==> config.mk <==
export PLATFORM = sky130hd
export DESIGN_NAME = irqn_resolver
export DESIGN_NICKNAME = d
export VERILOG_FILES = /design/src/rtl/irqn_pkg.sv /design/src/rtl/irqn_prio_pick.sv /design/src/rtl/irqn_gate.sv /design/src/rtl/irqn_resolver.sv
export SDC_FILE = /design/constraint.sdc
export NUM_CORES = 1
export LEC_CHECK = 0
export BUFFER_PORTS_ARGS = -buffer_cell sky130_fd_sc_hd__buf_2
export CAP_MARGIN = 5
export CELL_PAD_IN_SITES_DETAIL_PLACEMENT = 1
export CELL_PAD_IN_SITES_GLOBAL_PLACEMENT = 1
export CORE_ASPECT_RATIO = 1.4
export CORE_MARGIN = 5
export CORE_UTILIZATION = 37
export DETAILED_ROUTE_END_ITERATION = 6
export GPL_ROUTABILITY_DRIVEN = 0
export MAX_ROUTING_LAYER = met4
export PLACE_DENSITY = 0.72
export SYNTH_ARGS = -nofsm -noshare
export SYNTH_HDL_FRONTEND = slang
export SYNTH_SLANG_ARGS = --single-unit
==> constraint.sdc <==
create_clock -name clk -period 2.1 [get_ports clk]
set_input_delay 0.315 -clock clk [delete_from_list [all_inputs] [get_ports clk]]
set_output_delay 0.315 -clock clk [all_outputs]
set_load 0.1 [all_outputs]
==> src/rtl/irqn_pkg.sv <==
package irqn_pkg;
  typedef struct packed {
    logic special;
    logic aeoi;
  } nest_mode_t;
endpackage

==> src/rtl/irqn_prio_pick.sv <==
module irqn_prio_pick #(
  parameter int N  = 8,
  parameter int IW = $clog2(N)
) (
  input  logic [N-1:0]  vec_i,
  output logic [N-1:0]  onehot_o,
  output logic [IW-1:0] idx_o,
  output logic          any_o
);
  logic [N:0] seen;
  assign seen[0] = 1'b0;

  for (genvar i = 0; i < N; i++) begin : g_scan
    assign onehot_o[i] = vec_i[i] & ~seen[i];
    assign seen[i+1]   = seen[i] | vec_i[i];
  end

  assign any_o = seen[N];

  always_comb begin
    idx_o = '0;
    for (int i = N - 1; i >= 0; i--) begin
      if (vec_i[i]) idx_o = IW'(i);
    end
  end

  // a single winner at most
  always_comb begin
    a_onehot_r3: assert ($onehot0(onehot_o));
  end
endmodule

==> src/rtl/irqn_gate.sv <==
module irqn_gate #(
  parameter int N  = 8,
  parameter int IW = $clog2(N)
) (
  input  logic          pend_any_i,
  input  logic [IW-1:0] pend_idx_i,
  input  logic          svc_any_i,
  input  logic [IW-1:0] svc_idx_i,
  input  logic          special_i,
  output logic          grant_o
);
  logic beats;

  always_comb begin
    if (special_i) beats = (pend_idx_i <= svc_idx_i);
    else           beats = (pend_idx_i <  svc_idx_i);
    grant_o = pend_any_i && (!svc_any_i || beats);
  end
endmodule

==> src/rtl/irqn_resolver.sv <==
module irqn_resolver #(
  parameter int N  = 8,
  parameter int IW = $clog2(N)
) (
  input  logic          clk,
  input  logic          rst,
  input  logic          special_i,
  input  logic          aeoi_i,
  input  logic [N-1:0]  req_i,
  input  logic          ack_i,
  input  logic          eoi_i,
  output logic          int_o,
  output logic [IW-1:0] vec_o,
  output logic [N-1:0]  isr_o
);
  import irqn_pkg::*;

  nest_mode_t mode;
  assign mode = '{special: special_i, aeoi: aeoi_i};

  logic [N-1:0]  irr_q, isr_q, aeoi_mask_q;
  logic          int_q, ack_d, aeoi_pend_q;
  logic [IW-1:0] vec_q;

  logic [N-1:0]  win_oh, svc_oh;
  logic [IW-1:0] win_idx, svc_idx;
  logic          win_any, svc_any, grant;

  irqn_prio_pick #(.N(N), .IW(IW)) u_pend (
    .vec_i(irr_q), .onehot_o(win_oh), .idx_o(win_idx), .any_o(win_any)
  );

  irqn_prio_pick #(.N(N), .IW(IW)) u_svc (
    .vec_i(isr_q), .onehot_o(svc_oh), .idx_o(svc_idx), .any_o(svc_any)
  );

  irqn_gate #(.N(N), .IW(IW)) u_gate (
    .pend_any_i(win_any), .pend_idx_i(win_idx),
    .svc_any_i(svc_any),  .svc_idx_i(svc_idx),
    .special_i(mode.special), .grant_o(grant)
  );

  logic          ack_rise, ack_fall;
  logic [N-1:0]  set_mask, eoi_mask, aeoi_clr;

  always_comb begin
    ack_rise = ack_i & ~ack_d;
    ack_fall = ~ack_i & ack_d;
    set_mask = (ack_rise && grant) ? win_oh : '0;
    eoi_mask = eoi_i ? svc_oh : '0;
    aeoi_clr = (ack_fall && aeoi_pend_q) ? aeoi_mask_q : '0;
  end

  always_ff @(posedge clk) begin
    if (rst) begin
      irr_q       <= '0;
      isr_q       <= '0;
      int_q       <= 1'b0;
      ack_d       <= 1'b0;
      vec_q       <= '0;
      aeoi_pend_q <= 1'b0;
      aeoi_mask_q <= '0;
    end else begin
      irr_q <= req_i & ~set_mask;
      isr_q <= (isr_q & ~eoi_mask & ~aeoi_clr) | set_mask;
      int_q <= grant;
      ack_d <= ack_i;
      if (ack_rise) begin
        vec_q       <= grant ? win_idx : IW'(N - 1);
        aeoi_pend_q <= mode.aeoi & grant;
        aeoi_mask_q <= win_oh;
      end else if (ack_fall) begin
        aeoi_pend_q <= 1'b0;
      end
    end
  end

  assign int_o = int_q;
  assign vec_o = vec_q;
  assign isr_o = isr_q;

  p_int_needs_req_r2: assert property (@(posedge clk) disable iff (rst)
    int_q |-> $past(|irr_q));

  p_ack_sets_isr_r4: assert property (@(posedge clk) disable iff (rst)
    (ack_rise && grant && !eoi_i) |=> ((isr_q & $past(win_oh)) != '0));

  p_normal_blocks_equal_r5: assert property (@(posedge clk) disable iff (rst)
    (!special_i && grant && svc_any) |-> (win_oh < svc_oh));

  p_eoi_one_bit_r7: assert property (@(posedge clk) disable iff (rst)
    (eoi_i && !ack_rise && !ack_fall && isr_q != '0)
      |=> ($countones(isr_q) == $countones($past(isr_q)) - 1));

  p_spurious_keeps_isr_r9: assert property (@(posedge clk) disable iff (rst)
    (ack_rise && !grant && !eoi_i) |=> $stable(isr_q));
endmodule

==> results.toml, run 1 <==
[layout]
area_growth_pct = 35.1
insertedDiodeCount = 0
final_area_um2 = 2000
drive_above_1_share_pct = 43.3
nNetsFinal = 219

[detailed_routing]
wl_um = 4690
wl_per_cell_um = 19.2
viasPerCell = 5.84
drtIter0Drc = 58
drc = 0
drt-pass1-iter-count = 4
ant_nets = 0
vias = 1424

[timing]
rsz0062_at_grt = "true"
skew_ps = 6.70
worst_pin_slew_ps = 532
max_freq_mhz = 473
fin_crit_sh_pct = 101
finalHoldViolations = 0
period_needed_ps = 2120
setup_violations = 3
holdWs_ps = 263
slew_headroom_pct = 64.5
fin_ws_ps = -16.0
drv_slew = 0

[placed_design]
dp_hpwl_um = 3200
placed_cell_area_um2 = 1740
numPortBuffers = 25

[synth]
syn_nets = 181
synthAdderAreaFrac_pct = 4.23
netlist_area_um2 = 1480
post-synth-top-count-cell = "dfxtp_1"
yosysWarnings = 0
synthSimpleGateAreaFrac_pct = 22.8
ys_seq_area_share_pct = 40.6
synth_edf_count = 0
yosysTopAreaCell = "dfxtp_1"
ys_ff_latch = 30
synthFlopType = "dfxtp_1"
synth_top_area_share_pct = 40.6
synth_area_leaders = "dfxtp_1 41%, o31ai_2 5.9%, o211a_1 5.4%"
syn_inst = 162
synth_compound_area_share_pct = 26.7
syn_area_per_cell_um2 = 9.13
synth-async-reset-ratio_pct = 0
synthDistinctLibCells = 44
synth_xor_area_share_pct = 0
synth_common_cells = "30 x dfxtp_1, 16 x nand2_1, 12 x nor2_1"
synth_top_family_by_area = "compound AO/OA/AOI/OAI gates"
muxShareOfSynthArea_pct = 0

[critical_path]
reg2reg_slack_ps = -20
cp.arrival_ps = 2290
crit_path_start = "irr_q[5]"
r2r_start = "irr_q[5]"
rr_endpoint = "vec_o[1]"
path_max_fanout = 5
worstSetupPathType = "register to register"
critical_path_required_ps = 2270
worst_setup_path_end_kind = "register"
reg2regPathDepth = 8
startpoint_type = "register"

[clock_tree]
cts_tree = "built"
worstSkewPairLatency_ps = 280
htreeDepth = 2
clockBufferDepth = 2
cts-root-buf = "clkbuf_8"
cts.sinks = 30
numCtsBuffers = 5
cts.clk_slew.worst_paths_ps = 60
holdBufCountCts = 0

[min_path]
min_from = "req_i[4]"
worstHoldEndpoint = "irr_q[4]"
hp-class = "primary input to register"
hold-path-cell-count = 2

[floorplan]
fp-row-count = 27
ioPinCount = 26
die_w_um = 63.4
dieArea_um2 = 5380
initial_utilization_pct = 37.7
fp.coreArea_um2 = 3920
die_h_um = 84.8

[grt]
grt_usage_pct = 16.9
grt_overflow_total = 0
grt_pass1_vias = 1540
grt_pass1_wl_um = 7020
grt_max_degree = 25
antenna_found_initial = 0

[power_and_ir_drop]
power_mw = 1.46
irDropWorstVdd_uv = 506
p_leak_nw = 0.870
powerDensity_nw_per_um2 = 732

[status]
violations = "setup timing"
status = "finished with violations"

[flow_run]
cap_viol_max_count = 0
==> final cells by class <==
class                   instances  area [µm²]
clock buffers                   6        72.6
clock inverters                 2        8.76
fillers                       455        1920
inverters                       9        33.8
multi-input cells             114         908
flip-flops and latches         30         632
well taps                      43        53.8
repair buffers                 40         289
==> critical path: stages (launching register included) <==
cell	delay, ps
dfxtp_2	330
buf_4	150
nor4_4	300
nor2_1	80
ha_1	310
o21a_1	160
o221a_4	290
buf_12	140
o31a_1	230
==> logic make-up (layout without fill, tap and decap cells) <==
group	count (synthesis)	in the layout
flops	30	30
compound gates	47	47
fa+ha+maj	5	5
simple gates	62	62
buf+inv	18	57
==> layout by cell type, fill, tap and decap left out, types with 2 or more instances in the layout <==
cell type / Yosys / layout
buf_2: 0 / 25
dfxtp_1: 30 / 17
nand2_1: 16 / 16
buf_4: 0 / 11
inv_1: 9 / 9
nor2_1: 12 / 8
o31ai_2: 7 / 8
nand2b_1: 8 / 8
a21oi_1: 9 / 8
o211a_1: 8 / 8
dfxtp_2: 0 / 7
nand4_1: 6 / 6
dfxtp_4: 0 / 6
nor2_2: 2 / 5
clkbuf_8: 0 / 5
nand3_1: 4 / 4
ha_1: 5 / 3
nor4_4: 1 / 2
o21ai_2: 0 / 2
nor2b_4: 0 / 2
a21o_1: 2 / 2
o2111ai_1: 2 / 2
ha_4: 0 / 2
clkbuf_16: 0 / 2
==> metal layers <==
| metal | vias up | track usage [%] | wire length, µm |
|---|---|---|---|
| met5 | - | - | 0 |
| met1 | 692 | 17.6 | 1680 |
| li1 | 672 | - | - |
| met4 | 0 | 8.32 | 139 |
| met2 | 43 | 29.9 | 2650 |
| met3 | 17 | 2.81 | 219 |
==> sequential cells by signal, summed over array words and instances (netlist names) <==
| name | cells |
|---|---|
| aeoi_mask_q | 8 |
| isr_o | 8 |
| aeoi_pend_q | 1 |
| vec_o | 3 |
| int_o | 1 |
| ack_d | 1 |
| irr_q | 8 |
==> what timing repair did <==
item,in CTS,in global routing
buffers inserted,0,2
gates resized for setup,4,26
pin swaps,2,7
setup endpoints to repair,19,21
hold endpoints to repair,0,0
cloned,0,2
==> stage by stage <==
stage / setup WS, ps / util (%) / instances / TNS, ps
floorplan: -137 / - / 162 / -654
global placement: -15.7 / 44.3 / 232 / -15.9
detailed placement: -116 / 44.3 / 232 / -1280
CTS: -1.22 / 46.7 / 240 / -1.22
global route: -56.5 / 51.0 / 244 / -587
finish: -16.0 / 51.0 / 244 / -25.9
==> report_power, final <==
part / internal (mW) / leakage, nW / switching [mW]
clock network: 0.227 / 0.0426 / 0.218
logic: 0.157 / 0.574 / 0.247
registers: 0.591 / 0.253 / 0.0211
total: 0.976 / 0.870 / 0.487
==> worst max-delay path by stage <==
stage               endpoint  slack (ps)  cells past startpoint
global route        vec_o[1]         -60                      8
CTS                 vec_o[2]          -1                      9
global placement    vec_o[1]         -20                      9
detailed placement  vec_o[1]        -120                      9
floorplan           irr_q[6]        -140                     10
finish              vec_o[1]         -20                      8
Power figures use the tool's default switching activity.
==> inputs of run 2 (changes only) <==
--- a/config.mk
+++ b/config.mk
@@ -5,17 +5,18 @@
 export SDC_FILE = /design/constraint.sdc
 export NUM_CORES = 1
 export LEC_CHECK = 0
+export ABC_AREA = 1
 export BUFFER_PORTS_ARGS = -buffer_cell sky130_fd_sc_hd__buf_2
 export CAP_MARGIN = 5
 export CELL_PAD_IN_SITES_DETAIL_PLACEMENT = 1
 export CELL_PAD_IN_SITES_GLOBAL_PLACEMENT = 1
 export CORE_ASPECT_RATIO = 1.4
 export CORE_MARGIN = 5
-export CORE_UTILIZATION = 37
+export CORE_UTILIZATION = 36
 export DETAILED_ROUTE_END_ITERATION = 6
 export GPL_ROUTABILITY_DRIVEN = 0
 export MAX_ROUTING_LAYER = met4
-export PLACE_DENSITY = 0.72
+export PLACE_DENSITY = 0.73
 export SYNTH_ARGS = -nofsm -noshare
 export SYNTH_HDL_FRONTEND = slang
 export SYNTH_SLANG_ARGS = --single-unit
==> run 2 against run 1 <==
Against the previous run: the run now ends clean; largest cell class unchanged; die area rose by 4.4%; critical path type unchanged; first-iteration DRC count fell by 55%; critical path depth rose by 3; highest routed layer unchanged; wire length fell by 16%; fmax rose by 8.3%; register-to-register slack improved by 160 ps.
==> results.toml, run 2 <==
[synth]
syn_nets = 220
ys_ff_latch = 30
netlist_area_um2 = 1510
syn_area_per_cell_um2 = 7.53
syn_inst = 201
synthDistinctLibCells = 26
synth-async-reset-ratio_pct = 0
synthFlopType = "dfxtp_1"
synth_edf_count = 0
yosysTopAreaCell = "dfxtp_1"
synth_common_cells = "31 x nand2_1, 30 x dfxtp_1, 24 x inv_1"
synth_top_area_share_pct = 39.7
yosysWarnings = 0
ys_seq_area_share_pct = 39.7
post-synth-top-count-cell = "nand2_1"
synth_area_leaders = "dfxtp_1 40%, nand2_1 7.7%, a21oi_1 6.9%"

[floorplan]
fp-row-count = 28
die_h_um = 86.7
die_w_um = 64.8
ioPinCount = 26
dieArea_um2 = 5620
fp.coreArea_um2 = 4130
initial_utilization_pct = 36.6

[detailed_routing]
viasPerCell = 4.93
wl_per_cell_um = 14.1
vias = 1375
wl_um = 3940
ant_nets = 0
drc = 0
drtIter0Drc = 26
drt-pass1-iter-count = 4

[layout]
utilization_pct = 43.9
fin_cells = 279
multi_input_area_um2 = 747
fillers = 532
drive_above_1_share_pct = 32.5
insertedDiodeCount = 0
final_cell_mix = "31 x nand2_1, 25 x buf_2, 24 x inv_1"
final_area_um2 = 1810
area.sequential_um2 = 616
nNetsFinal = 252
area_growth_pct = 19.9
final_common_cell = "nand2_1"

[power_and_ir_drop]
power_mw = 1.35
irDropWorstVdd_uv = 444
p_leak_nw = 0.875
power.share.clock_pct = 31.4
p_seq_share_pct = 45.4
switching_share_pct = 32.9
p_switching_mw = 0.445
combPwrFrac_pct = 23.2
intPower_mw = 0.907
powerDensity_nw_per_um2 = 746

[grt]
grt_usage_pct = 15.8
grt_max_degree = 13
grt_pass1_vias = 1417
grt_overflow_total = 0
antenna_found_initial = 0
grt_pass1_wl_um = 6660

[placed_design]
place_ws_ps = 87.4
dp_hpwl_um = 3160
dp.cells = 270
placed_cell_area_um2 = 1720
numPortBuffers = 25

[timing]
worst_pin_slew_ps = 489
finalSetupTns_ps = 0
fin_crit_sh_pct = 93.1
rsz0062_at_grt = "false"
holdWs_ps = 243
fin_ws_ps = 146
max_freq_mhz = 512
drv_slew = 0
setup_violations = 0
finalHoldViolations = 0
skew_ps = 3.22
slew_headroom_pct = 67.7
period_needed_ps = 1950

[clock_tree]
htreeDepth = 2
clockBufferDepth = 2
cts-root-buf = "clkbuf_8"
cts.sinks = 30
cts_tree = "built"
numCtsBuffers = 5
worstSkewPairLatency_ps = 280
cts.clk_slew.worst_paths_ps = 60

[critical_path]
startpoint_type = "register"
cp.arrival_ps = 2130
worstSetupPathType = "register to register"
path_max_fanout = 9
critical_path_required_ps = 2280
worst_setup_path_end_kind = "register"

[flow_run]
cap_viol_max_count = 0

[status]
status = "finished clean"

[min_path]
hp-class = "primary input to register"
-- run 2: critical path, stage by stage (launching register included) --
cell and delay, ps:
dfxtp_2 360, inv_2 30, nand2_1 110, a31oi_1 90, or2_2 290, ha_1 310, nand4_1 120, nand3_2 140
buf_12 150, nand4_2 120, nand3_1 100, inv_1 40
-- run 2: cell families after synthesis --
kind of cell               share of synthesized area [%]
AOI/OAI and AO/OA                                   12.7
buffers and inverters                               11.3
and+or+nand+nor                                     32.1
adders and majority gates                           4.14
DFF                                                 39.7
-- run 2: layout make-up --
cell class                      count  area share [%]
Clock inverter                      3           0.621
Timing Repair Buffer               31            10.1
Clock buffer                        5            3.80
Multi-Input combinational cell    130            41.2
Tap cell                           45            3.11
Sequential cell                    30            34.0
Inverter                           35            7.25
-- run 2: power by group through the flow --
| stage | registers [mW] | clock network [mW] | logic, mW |
|---|---|---|---|
| 3_5_place_dp | 0.626 | 0 | 0.308 |
| 2_1_floorplan | 0.708 | 0 | 0.148 |
| 6_report | 0.614 | 0.425 | 0.314 |
| 4_1_cts | 0.614 | 0.438 | 0.310 |
| 3_3_place_gp | 0.624 | 0 | 0.304 |
| 5_1_grt | 0.617 | 0.463 | 0.341 |
-- run 2: routing by layer --
layer  vias to the layer above  routed length, µm  part of all wire, %  global-route usage, %
li1                        716                  -                    -                      -
met4                         0                 86                  2.2                   5.77
met2                        24               2000                   51                   27.1
met1                       627               1730                   44                   18.2
met3                         8                118                  3.0                   3.11
met5                         -                  0                    0                      -
-- run 2: path summary, 6_finish.rpt --
kind | slack, ps | end | depth (start not counted) | start
max reg2reg | 150 | irr_q[1] | 11 | isr_o[7]
min reg2reg | 470 | aeoi_mask_q[0] | 2 | aeoi_mask_q[0]
max | 150 | irr_q[1] | 11 | isr_o[7]
min | 240 | irr_q[1] | 3 | req_i[1]
-- run 2: repair_timing --
| item | 4_1_cts | 5_1_grt |
|---|---|---|
| buffers inserted | 0 | 1 |
| resized for setup | 0 | 4 |
| endpoints found under the setup margin | 0 | 18 |
| hold buffers | 0 | 0 |
==> inputs of run 3 (changes only) <==
--- a/config.mk
+++ b/config.mk
@@ -11,7 +11,7 @@
 export CELL_PAD_IN_SITES_DETAIL_PLACEMENT = 1
 export CELL_PAD_IN_SITES_GLOBAL_PLACEMENT = 1
 export CORE_ASPECT_RATIO = 1.4
-export CORE_MARGIN = 5
+export CORE_MARGIN = 3
 export CORE_UTILIZATION = 36
 export DETAILED_ROUTE_END_ITERATION = 6
 export GPL_ROUTABILITY_DRIVEN = 0
==> run 3 against run 2 <==
Against the previous run: non-clock buffer count rose by 1; largest power group unchanged; sequential share of layout area fell by 0.050 points; combinational power barely moved; largest cell class unchanged; clock-buffer cell count rose by 1; hold slack got worse by 5.8 ps; critical endpoint is now irr_q[6]; worst setup slack got worse by 8.8 ps; first-iteration DRC count fell by 3.8%; total power rose by 1.8%; sequential cell count did not move.
==> results.toml, run 3 (synthesis gave the netlist of run 2 again) <==
[critical_path]
reg2reg_slack_ps = 140
critical_path_required_ps = 2280
crit_path_start = "irr_q[0]"
worstSetupPathType = "register to register"
worst_setup_path_end_kind = "register"
rr_endpoint = "irr_q[6]"
r2r_start = "irr_q[0]"
startpoint_type = "register"
cp.arrival_ps = 2140
reg2regPathDepth = 11
path_max_fanout = 5

[grt]
grt_overflow_total = 0
grt_max_degree = 12
grt_usage_pct = 18.2
grt_pass1_vias = 1456
antenna_found_initial = 0
grt_pass1_wl_um = 6530

[timing]
drv_slew = 0
max_freq_mhz = 509
slew_headroom_pct = 67.7
finalHoldViolations = 0
period_needed_ps = 1960
skew_ps = 5.84
setup_violations = 0
fin_crit_sh_pct = 93.5
holdWs_ps = 238
worst_pin_slew_ps = 488

[detailed_routing]
drt-pass1-iter-count = 4
viasPerCell = 5.08
wl_per_cell_um = 14.3
drtIter0Drc = 25
wl_um = 3970
ant_nets = 0
drc = 0
vias = 1411

[min_path]
min_from = "req_i[0]"
hp-class = "primary input to register"
hold-path-cell-count = 3
worstHoldEndpoint = "irr_q[0]"

[layout]
drive_above_1_share_pct = 34.9
final_common_cell = "nand2_1"
area_growth_pct = 20.8
nNetsFinal = 253
final_cell_mix = "31 x nand2_1, 25 x buf_2, 24 x inv_1"
final_area_um2 = 1830
insertedDiodeCount = 0
fillers = 537
utilization_pct = 45.8

[status]
status = "finished clean"

[clock_tree]
worstSkewPairLatency_ps = 280
cts_tree = "built"
cts.sinks = 30
clockBufferDepth = 2
numCtsBuffers = 5
cts-root-buf = "clkbuf_8"
cts.clk_slew.worst_paths_ps = 60
htreeDepth = 2

[floorplan]
dieArea_um2 = 5030
die_h_um = 82.7
fp-row-count = 27
fp.coreArea_um2 = 3990
die_w_um = 60.8
ioPinCount = 26
initial_utilization_pct = 37.9

[flow_run]
cap_viol_max_count = 0

[power_and_ir_drop]
p_leak_nw = 0.880
powerDensity_nw_per_um2 = 753
irDropWorstVdd_uv = 348

[placed_design]
dp_hpwl_um = 3130
placed_cell_area_um2 = 1700
numPortBuffers = 25
-- run 3: changes by cell type in the layout (fill, tap and decap cells not counted), sizes merged --
cell	delta
clkinv	-1
clkbuf	+1
buf	+1
-- run 3: worst max path at each step --
stage          endpoint  cells past startpoint
2_1_floorplan  irr_q[2]                     12
3_3_place_gp   irr_q[1]                     11
3_5_place_dp   isr_o[0]                     10
4_1_cts        isr_o[0]                     10
5_1_grt        irr_q[6]                     11
6_report       irr_q[6]                     11
-- run 3: what timing repair did --
action,in CTS,in global routing
buffers inserted,0,2
resized for setup,0,10
endpoints found under the setup margin,0,19
hold buffers,0,0
-- run 3: routing by layer --
layer	up-vias	wire [µm]	global-route usage, %
met2	30	2000	31.9
met4	0	74	8.03
li1	715	-	-
met1	659	1720	19.0
met3	7	173	4.35
met5	-	0	-
-- run 3: final cells by class --
| type | instances | area [µm²] | share of cell area, % |
|---|---|---|---|
| Inverter | 35 | 131 | 7.19 |
| Tap cell | 43 | 53.8 | 2.95 |
| Sequential cell | 30 | 619 | 33.9 |
| Clock inverter | 2 | 8.76 | 0.479 |
| Timing Repair Buffer | 32 | 181 | 9.93 |
| Multi-Input combinational cell | 130 | 759 | 41.6 |
| Clock buffer | 6 | 72.6 | 3.97 |
-- run 3: through the flow --
stage	power, mW	instances	setup TNS [ps]	setup slack (ps)
detailed placement	0.928	268	0	34.0
global route	1.44	278	-9.68	-9.68
global placement	0.923	268	0	167
CTS	1.38	276	0	15.1
finish	1.38	278	0	137
floorplan	0.856	201	0	5.38
-- run 3: report_power, final --
| group | switching, mW | internal [mW] |
|---|---|---|
| logic | 0.223 | 0.0917 |
| clock network | 0.220 | 0.227 |
| registers | 0.0188 | 0.595 |
| total | 0.462 | 0.914 |
-- run 3: worst max-delay path, stage by stage, from the launching register on --
cell and delay [ps]:
dfxtp_1 360, nor2_2 170, nand2_1 140, a21oi_2 160
ha_1 290, a21oi_2 160, nand2_1 80, nand3_2 110
buf_4 160, nand4_2 100, nand3_1 100, inv_1 40
